<file path="src/rtl/dip_pkg.sv">
package dip_pkg;

  // Conditions computed by the datapath and consumed by the control
  typedef struct packed {
    logic olderValid;
    logic youngerValid;
    logic rawHit;
    logic wawHit;
    logic olderBoth;
    logic youngerBoth;
    logic classOk;
  } pair_cond_t;

  // Strobes from control back to the datapath / edge of the block
  typedef struct packed {
    logic issueOlder;
    logic pairBoth;
    logic holdYounger;
  } issue_strobe_t;

endpackage

</file>
<file path="src/rtl/dip_datapath.sv">
module dip_datapath
  import dip_pkg::*;
#(
  parameter int unsigned REG_W   = 5,
  parameter int unsigned CLS_W   = 3,
  parameter int unsigned NUM_SRC = 2,
  parameter logic [(2**CLS_W)-1:0] SECOND_PIPE_MASK = 'h27
) (
  input  logic                  clk,
  input  logic                  rst_n,
  input  logic                  oldValid,
  input  logic [REG_W-1:0]      oldDst,
  input  logic                  oldDstEn,
  input  logic                  oldBoth,
  input  logic                  youngValid,
  input  logic [CLS_W-1:0]      youngClass,
  input  logic [REG_W-1:0]      youngDst,
  input  logic                  youngDstEn,
  input  logic [REG_W-1:0]      youngSrc [NUM_SRC],
  input  logic                  youngBoth,
  input  issue_strobe_t         strobe,
  output pair_cond_t            cond,
  output logic                  issueOldQ,
  output logic                  issueYoungQ
);

  localparam logic [REG_W-1:0] ZERO_REG = '0;

  logic [NUM_SRC-1:0] srcHit;
  logic               oldDstLive;
  logic               youngDstLive;

  // Register 0 is a sink: writing it creates no dependence
  assign oldDstLive   = oldDstEn && (oldDst != ZERO_REG);
  assign youngDstLive = youngDstEn && (youngDst != ZERO_REG);

  // One comparator per younger source operand
  for (genvar s = 0; s < NUM_SRC; s++) begin : g_src_cmp
    assign srcHit[s] = (youngSrc[s] == oldDst);
  end

  always_comb begin
    cond              = '0;
    cond.olderValid   = oldValid;
    cond.youngerValid = youngValid;
    cond.rawHit       = oldDstLive && (|srcHit);
    cond.wawHit       = oldDstLive && youngDstLive && (youngDst == oldDst);
    cond.olderBoth    = oldBoth;
    cond.youngerBoth  = youngBoth;
    cond.classOk      = SECOND_PIPE_MASK[youngClass];
  end

  // Decode / register-read boundary
  always_ff @(posedge clk) begin
    if (!rst_n) begin
      issueOldQ   <= 1'b0;
      issueYoungQ <= 1'b0;
    end else begin
      issueOldQ   <= strobe.issueOlder;
      issueYoungQ <= strobe.pairBoth;
    end
  end

  // a zero older destination never flags a hazard
  a_r6_zero_reg_neutral: assert property (@(posedge clk) disable iff (!rst_n)
    (oldDst == ZERO_REG) |-> (!cond.rawHit && !cond.wawHit));

  // registered strobes follow the previous decision
  a_r2_issue_registered: assert property (@(posedge clk) disable iff (!rst_n)
    1'b1 |=> (issueYoungQ == $past(strobe.pairBoth)) && (issueOldQ == $past(strobe.issueOlder)));

  // younger never issues alone
  a_r12_young_needs_old: assert property (@(posedge clk) disable iff (!rst_n)
    issueYoungQ |-> issueOldQ);

endmodule

</file>
<file path="src/rtl/dip_control.sv">
module dip_control
  import dip_pkg::*;
(
  input  logic          clk,
  input  logic          rst_n,
  input  pair_cond_t    cond,
  output issue_strobe_t strobe
);

  logic bothSlots;
  logic dataClear;
  logic resourceClear;
  logic pairOk;

  assign bothSlots     = cond.olderValid && cond.youngerValid;
  assign dataClear     = !cond.rawHit && !cond.wawHit;
  assign resourceClear = !cond.olderBoth && !cond.youngerBoth && cond.classOk;
  assign pairOk        = bothSlots && dataClear && resourceClear;

  always_comb begin
    strobe             = '0;
    strobe.issueOlder  = cond.olderValid;
    strobe.pairBoth    = pairOk;
    strobe.holdYounger = cond.youngerValid && !pairOk;
  end

  a_r4_raw_blocks: assert property (@(posedge clk) disable iff (!rst_n)
    cond.rawHit |-> !strobe.pairBoth);

  a_r5_waw_blocks: assert property (@(posedge clk) disable iff (!rst_n)
    cond.wawHit |-> !strobe.pairBoth);

  a_r7_both_pipe_blocks: assert property (@(posedge clk) disable iff (!rst_n)
    (cond.olderBoth || cond.youngerBoth) |-> !strobe.pairBoth);

  a_r8_class_blocks: assert property (@(posedge clk) disable iff (!rst_n)
    !cond.classOk |-> !strobe.pairBoth);

  a_r9_empty_older: assert property (@(posedge clk) disable iff (!rst_n)
    !cond.olderValid |-> (!strobe.issueOlder && !strobe.pairBoth
                          && (strobe.holdYounger == cond.youngerValid)));

  a_r10_hold_excl: assert property (@(posedge clk) disable iff (!rst_n)
    !(strobe.holdYounger && strobe.pairBoth));

endmodule

</file>
<file path="src/rtl/dual_issue_pair_check.sv">
module dual_issue_pair_check
  import dip_pkg::*;
#(
  parameter int unsigned REG_W = 5,
  parameter int unsigned CLS_W = 3,
  parameter logic [(2**CLS_W)-1:0] SECOND_PIPE_MASK = 'h27
) (
  input  logic             clk,
  input  logic             rst_n,
  input  logic             oldValid,
  input  logic [REG_W-1:0] oldDst,
  input  logic             oldDstEn,
  input  logic             oldBoth,
  input  logic             youngValid,
  input  logic [CLS_W-1:0] youngClass,
  input  logic [REG_W-1:0] youngDst,
  input  logic             youngDstEn,
  input  logic [REG_W-1:0] youngSrcA,
  input  logic [REG_W-1:0] youngSrcB,
  input  logic             youngBoth,
  output logic             issueOld,
  output logic             issueYoung,
  output logic             holdYoung
);

  localparam int unsigned NUM_SRC = 2;

  pair_cond_t    cond;
  issue_strobe_t strobe;
  logic [REG_W-1:0] youngSrc [NUM_SRC];

  assign youngSrc[0] = youngSrcA;
  assign youngSrc[1] = youngSrcB;

  dip_datapath #(
    .REG_W           (REG_W),
    .CLS_W           (CLS_W),
    .NUM_SRC         (NUM_SRC),
    .SECOND_PIPE_MASK(SECOND_PIPE_MASK)
  ) u_datapath (
    .clk        (clk),
    .rst_n      (rst_n),
    .oldValid   (oldValid),
    .oldDst     (oldDst),
    .oldDstEn   (oldDstEn),
    .oldBoth    (oldBoth),
    .youngValid (youngValid),
    .youngClass (youngClass),
    .youngDst   (youngDst),
    .youngDstEn (youngDstEn),
    .youngSrc   (youngSrc),
    .youngBoth  (youngBoth),
    .strobe     (strobe),
    .cond       (cond),
    .issueOldQ  (issueOld),
    .issueYoungQ(issueYoung)
  );

  dip_control u_control (
    .clk   (clk),
    .rst_n (rst_n),
    .cond  (cond),
    .strobe(strobe)
  );

  assign holdYoung = strobe.holdYounger;

endmodule

</file>
<file path="config.mk">
export PLATFORM = sky130hd
export DESIGN_NAME = dual_issue_pair_check
export DESIGN_NICKNAME = d
export VERILOG_FILES = /design/src/rtl/dip_pkg.sv /design/src/rtl/dip_datapath.sv /design/src/rtl/dip_control.sv /design/src/rtl/dual_issue_pair_check.sv
export SDC_FILE = /design/constraint.sdc
export NUM_CORES = 1
export LEC_CHECK = 0
export BUFFER_PORTS_ARGS = -buffer_cell sky130_fd_sc_hd__buf_2
export CAP_MARGIN = 40
export CORE_AREA = 10 10 47 49
export CTS_CLUSTER_DIAMETER = 80
export DETAILED_ROUTE_END_ITERATION = 16
export DIE_AREA = 0 0 57 59
export GPL_TIMING_DRIVEN = 0
export PLACE_DENSITY = 0.67
export SETUP_SLACK_MARGIN = 0.1
export SLEW_MARGIN = 10
export SYNTH_ARGS = -nofsm -noshare
export SYNTH_HDL_FRONTEND = slang
export SYNTH_SLANG_ARGS = --single-unit
</file>
<file path="constraint.sdc">
create_clock -name clk -period 4.05 [get_ports clk]
set_input_delay 0.6075 -clock clk [delete_from_list [all_inputs] [get_ports clk]]
set_output_delay 0.6075 -clock clk [all_outputs]
set_load 0.02 [all_outputs]
</file>
==> results.txt <==
Postcts setup bufs: 0
Finished Cell Area: 495 sq um
Setup TNS: 0 ns
Layout net count: 106
Adder-Cell Fraction of Synth Area: 0%
Post-synthesis sequential area ratio: 13.9%
Initial Util: 20.5%
CP max stage cell: or4_1
Commonest non-fill, non-tap cell in the layout: buf_2
Post-Synth XOR/XNOR Area: 42.6%
RSZ-0062 raised after global routing: false
Num rows: 14
Final WL: 1.07 mm
Avg WL per Cell: 12.1 um
Most used cell, CP: buf_2
CTS clk-pin slew, worst paths: 0.03 ns
Via/cell ratio: 4.30
Vias in the first global route: 446
Max FO, Critical Path: 2
CP Capture Type: primary output
VDD IR max: 0.0533 mV
Min cycle time layout: 2.57 ns
Synth Area in Compound Gates: 9.13%
Mean Syn Cell Area: 7.78 sq um
Fill cells: 169
CTS tree: done
Syn-to-layout area delta: 72.2%
Mapped Area: 288 sq um
F_max: 389 MHz
Post-route ant nets: 0
Largest family of logic cells by synthesized area: XOR/XNOR gates
Max incr delay on CP: 0.51 ns
Drt drc: 0
Root buffer cell: clkbuf_4
Num ports: 34
Total GRT Usage: 6.11%
Mux share of post-synthesis cell area: 3.48%
HP Class: in -> reg
CP required: 3.44 ns
Grt ovf: 0
Largest net degree at the start of global routing: 5
Syn Nets: 68
Max-cap viol count: 0
WP depth: 7
Share of layout cells above drive strength 1: 49.3%
Die Span Y: 59 um
H-tree Lvls: 1
Post-placement cell area: 473 sq um
Final period utilization: 63.4%
Hold-fix buffers at CTS: 0
Most frequent cells in the layout: buf_2 (33), xnor2_1 (14), nand3_1 (4), clkbuf_4 (3)
Synth warn: 0
Synthesized flop and latch total: 2
DRC marker count from the first detailed-route iteration: 2
Antenna violations before repair: 0
Final hold viol count: 0
Mapped Cells: 37
Ant. Diodes: 0
Slew margin rel.: 81.4%
Hold Path Origin: rst_n
Crit path cell chain: buf_2 -> or4_1 -> a21oi_1 -> nor4b_1 -> a211oi_1 -> nor2b_1 -> buf_2
Hpwl dp: 996 um
Distinct cells, synth: 18
Crit Path Category: in -> out
Crit path buf inv count: 2
Clock tree buffer depth: 2
Die Span X: 57 um
Pwr dens: 211 mW/mm^2
I/O Buffers: 33
Number of instances resized during post-cts repair: 0
Worst path arrival time: 1.96 ns
Clk sink count: 2
First-pass GRT wire length: 1.70 mm
Critical Path Source Type: input port
Leakage: 0.234 nW
Hold Path Depth: 2
Max-slew violations: 0
Simple-Gate Fraction of Synth Area: 29.6%
DR vias: 383
Total CTS buffers: 3
DIE AREA: 0.00336 sq mm
Status: complete, no violations
Worst-Margin Slew: 0.275 ns
Routability Congestion: 0.673
Final setup vio count: 0
Worst path top cell family by delay: simple AND/OR/NAND/NOR gates
Drt pass-1 iters: 3
WHS Endpoint: u_datapath.issueOldQ
Core Area: 0.00140 sq mm
## cell families after synthesis
kind of cell / count (synthesis)
simple gates: 15
buf+inv: 1
xor+xnor: 14
mux: 1
compound gates: 4
flops: 2
## how the worst max path moves through the flow
stage | startpoint | to | slack, ns
finish | youngDst[1] | holdYoung | 1.48
global route | youngDst[1] | holdYoung | 1.37
CTS | youngDst[1] | holdYoung | 1.47
detailed placement | youngDst[1] | holdYoung | 1.48
global placement | youngDst[1] | holdYoung | 1.49
floorplan | youngDst[1] | holdYoung | 1.75
## area by class of cell
cell class              instances  area (sq um)  share of cell area, %
multi-input cells              34           244                   49.2
clock buffers                   3          22.5                   4.55
flip-flops and latches          2          40.0                   8.08
inverters                       1          3.75                  0.758
repair buffers                 33           165                   33.3
well taps                      16          20.0                   4.04
## power by group
group / switching, mW / internal [mW]
clock: 0.00960 / 0.0325
sequential: 0.000123 / 0.0205
combinational: 0.0178 / 0.0241
## through the flow
step / utilization (%) / total power, mW / setup WS [ns] / cells / hold WS [ns]
floorplan: - / 0.0413 / 1.75 / 37 / 0.729
global placement: 33.8 / 0.0625 / 1.49 / 86 / 0.822
detailed placement: 33.8 / 0.0634 / 1.48 / 86 / 0.840
CTS: 35.4 / 0.108 / 1.47 / 89 / 0.611
global route: 35.4 / 0.113 / 1.37 / 89 / 0.613
finish: 35.4 / 0.105 / 1.48 / 89 / 0.613
## routing by layer
layer / track usage [%] / part of all wire, % / wire [um]
met5: 0 / 0 / 0
met4: 3.02 / 0 / 0
met3: 4.51 / 17 / 180
met2: 10.7 / 48 / 512
met1: 5.02 / 35 / 381
## flip-flops by register name (all words and copies together), names as in the netlist
name,flops
u_datapath.issueYoungQ,1
u_datapath.issueOldQ,1
## synth_stat cells, drive strengths merged
cell type	number	area share [%]
a21oi	1	1.7
nand2b	1	2.2
dfxtp	2	14
mux2i	1	3.5
xnor2	14	43
o22ai	1	2.2
a21boi	1	2.6
nand4	1	2.2
inv	1	1.3
nor2	1	1.3
nor4b	1	3.0
or4	1	2.6
nand2	2	2.6
and2	2	4.3
nor2b	1	2.2
a211oi	1	2.6
nand3	4	7.0
nor4	1	2.2
(Power assumes the default switching activity.)
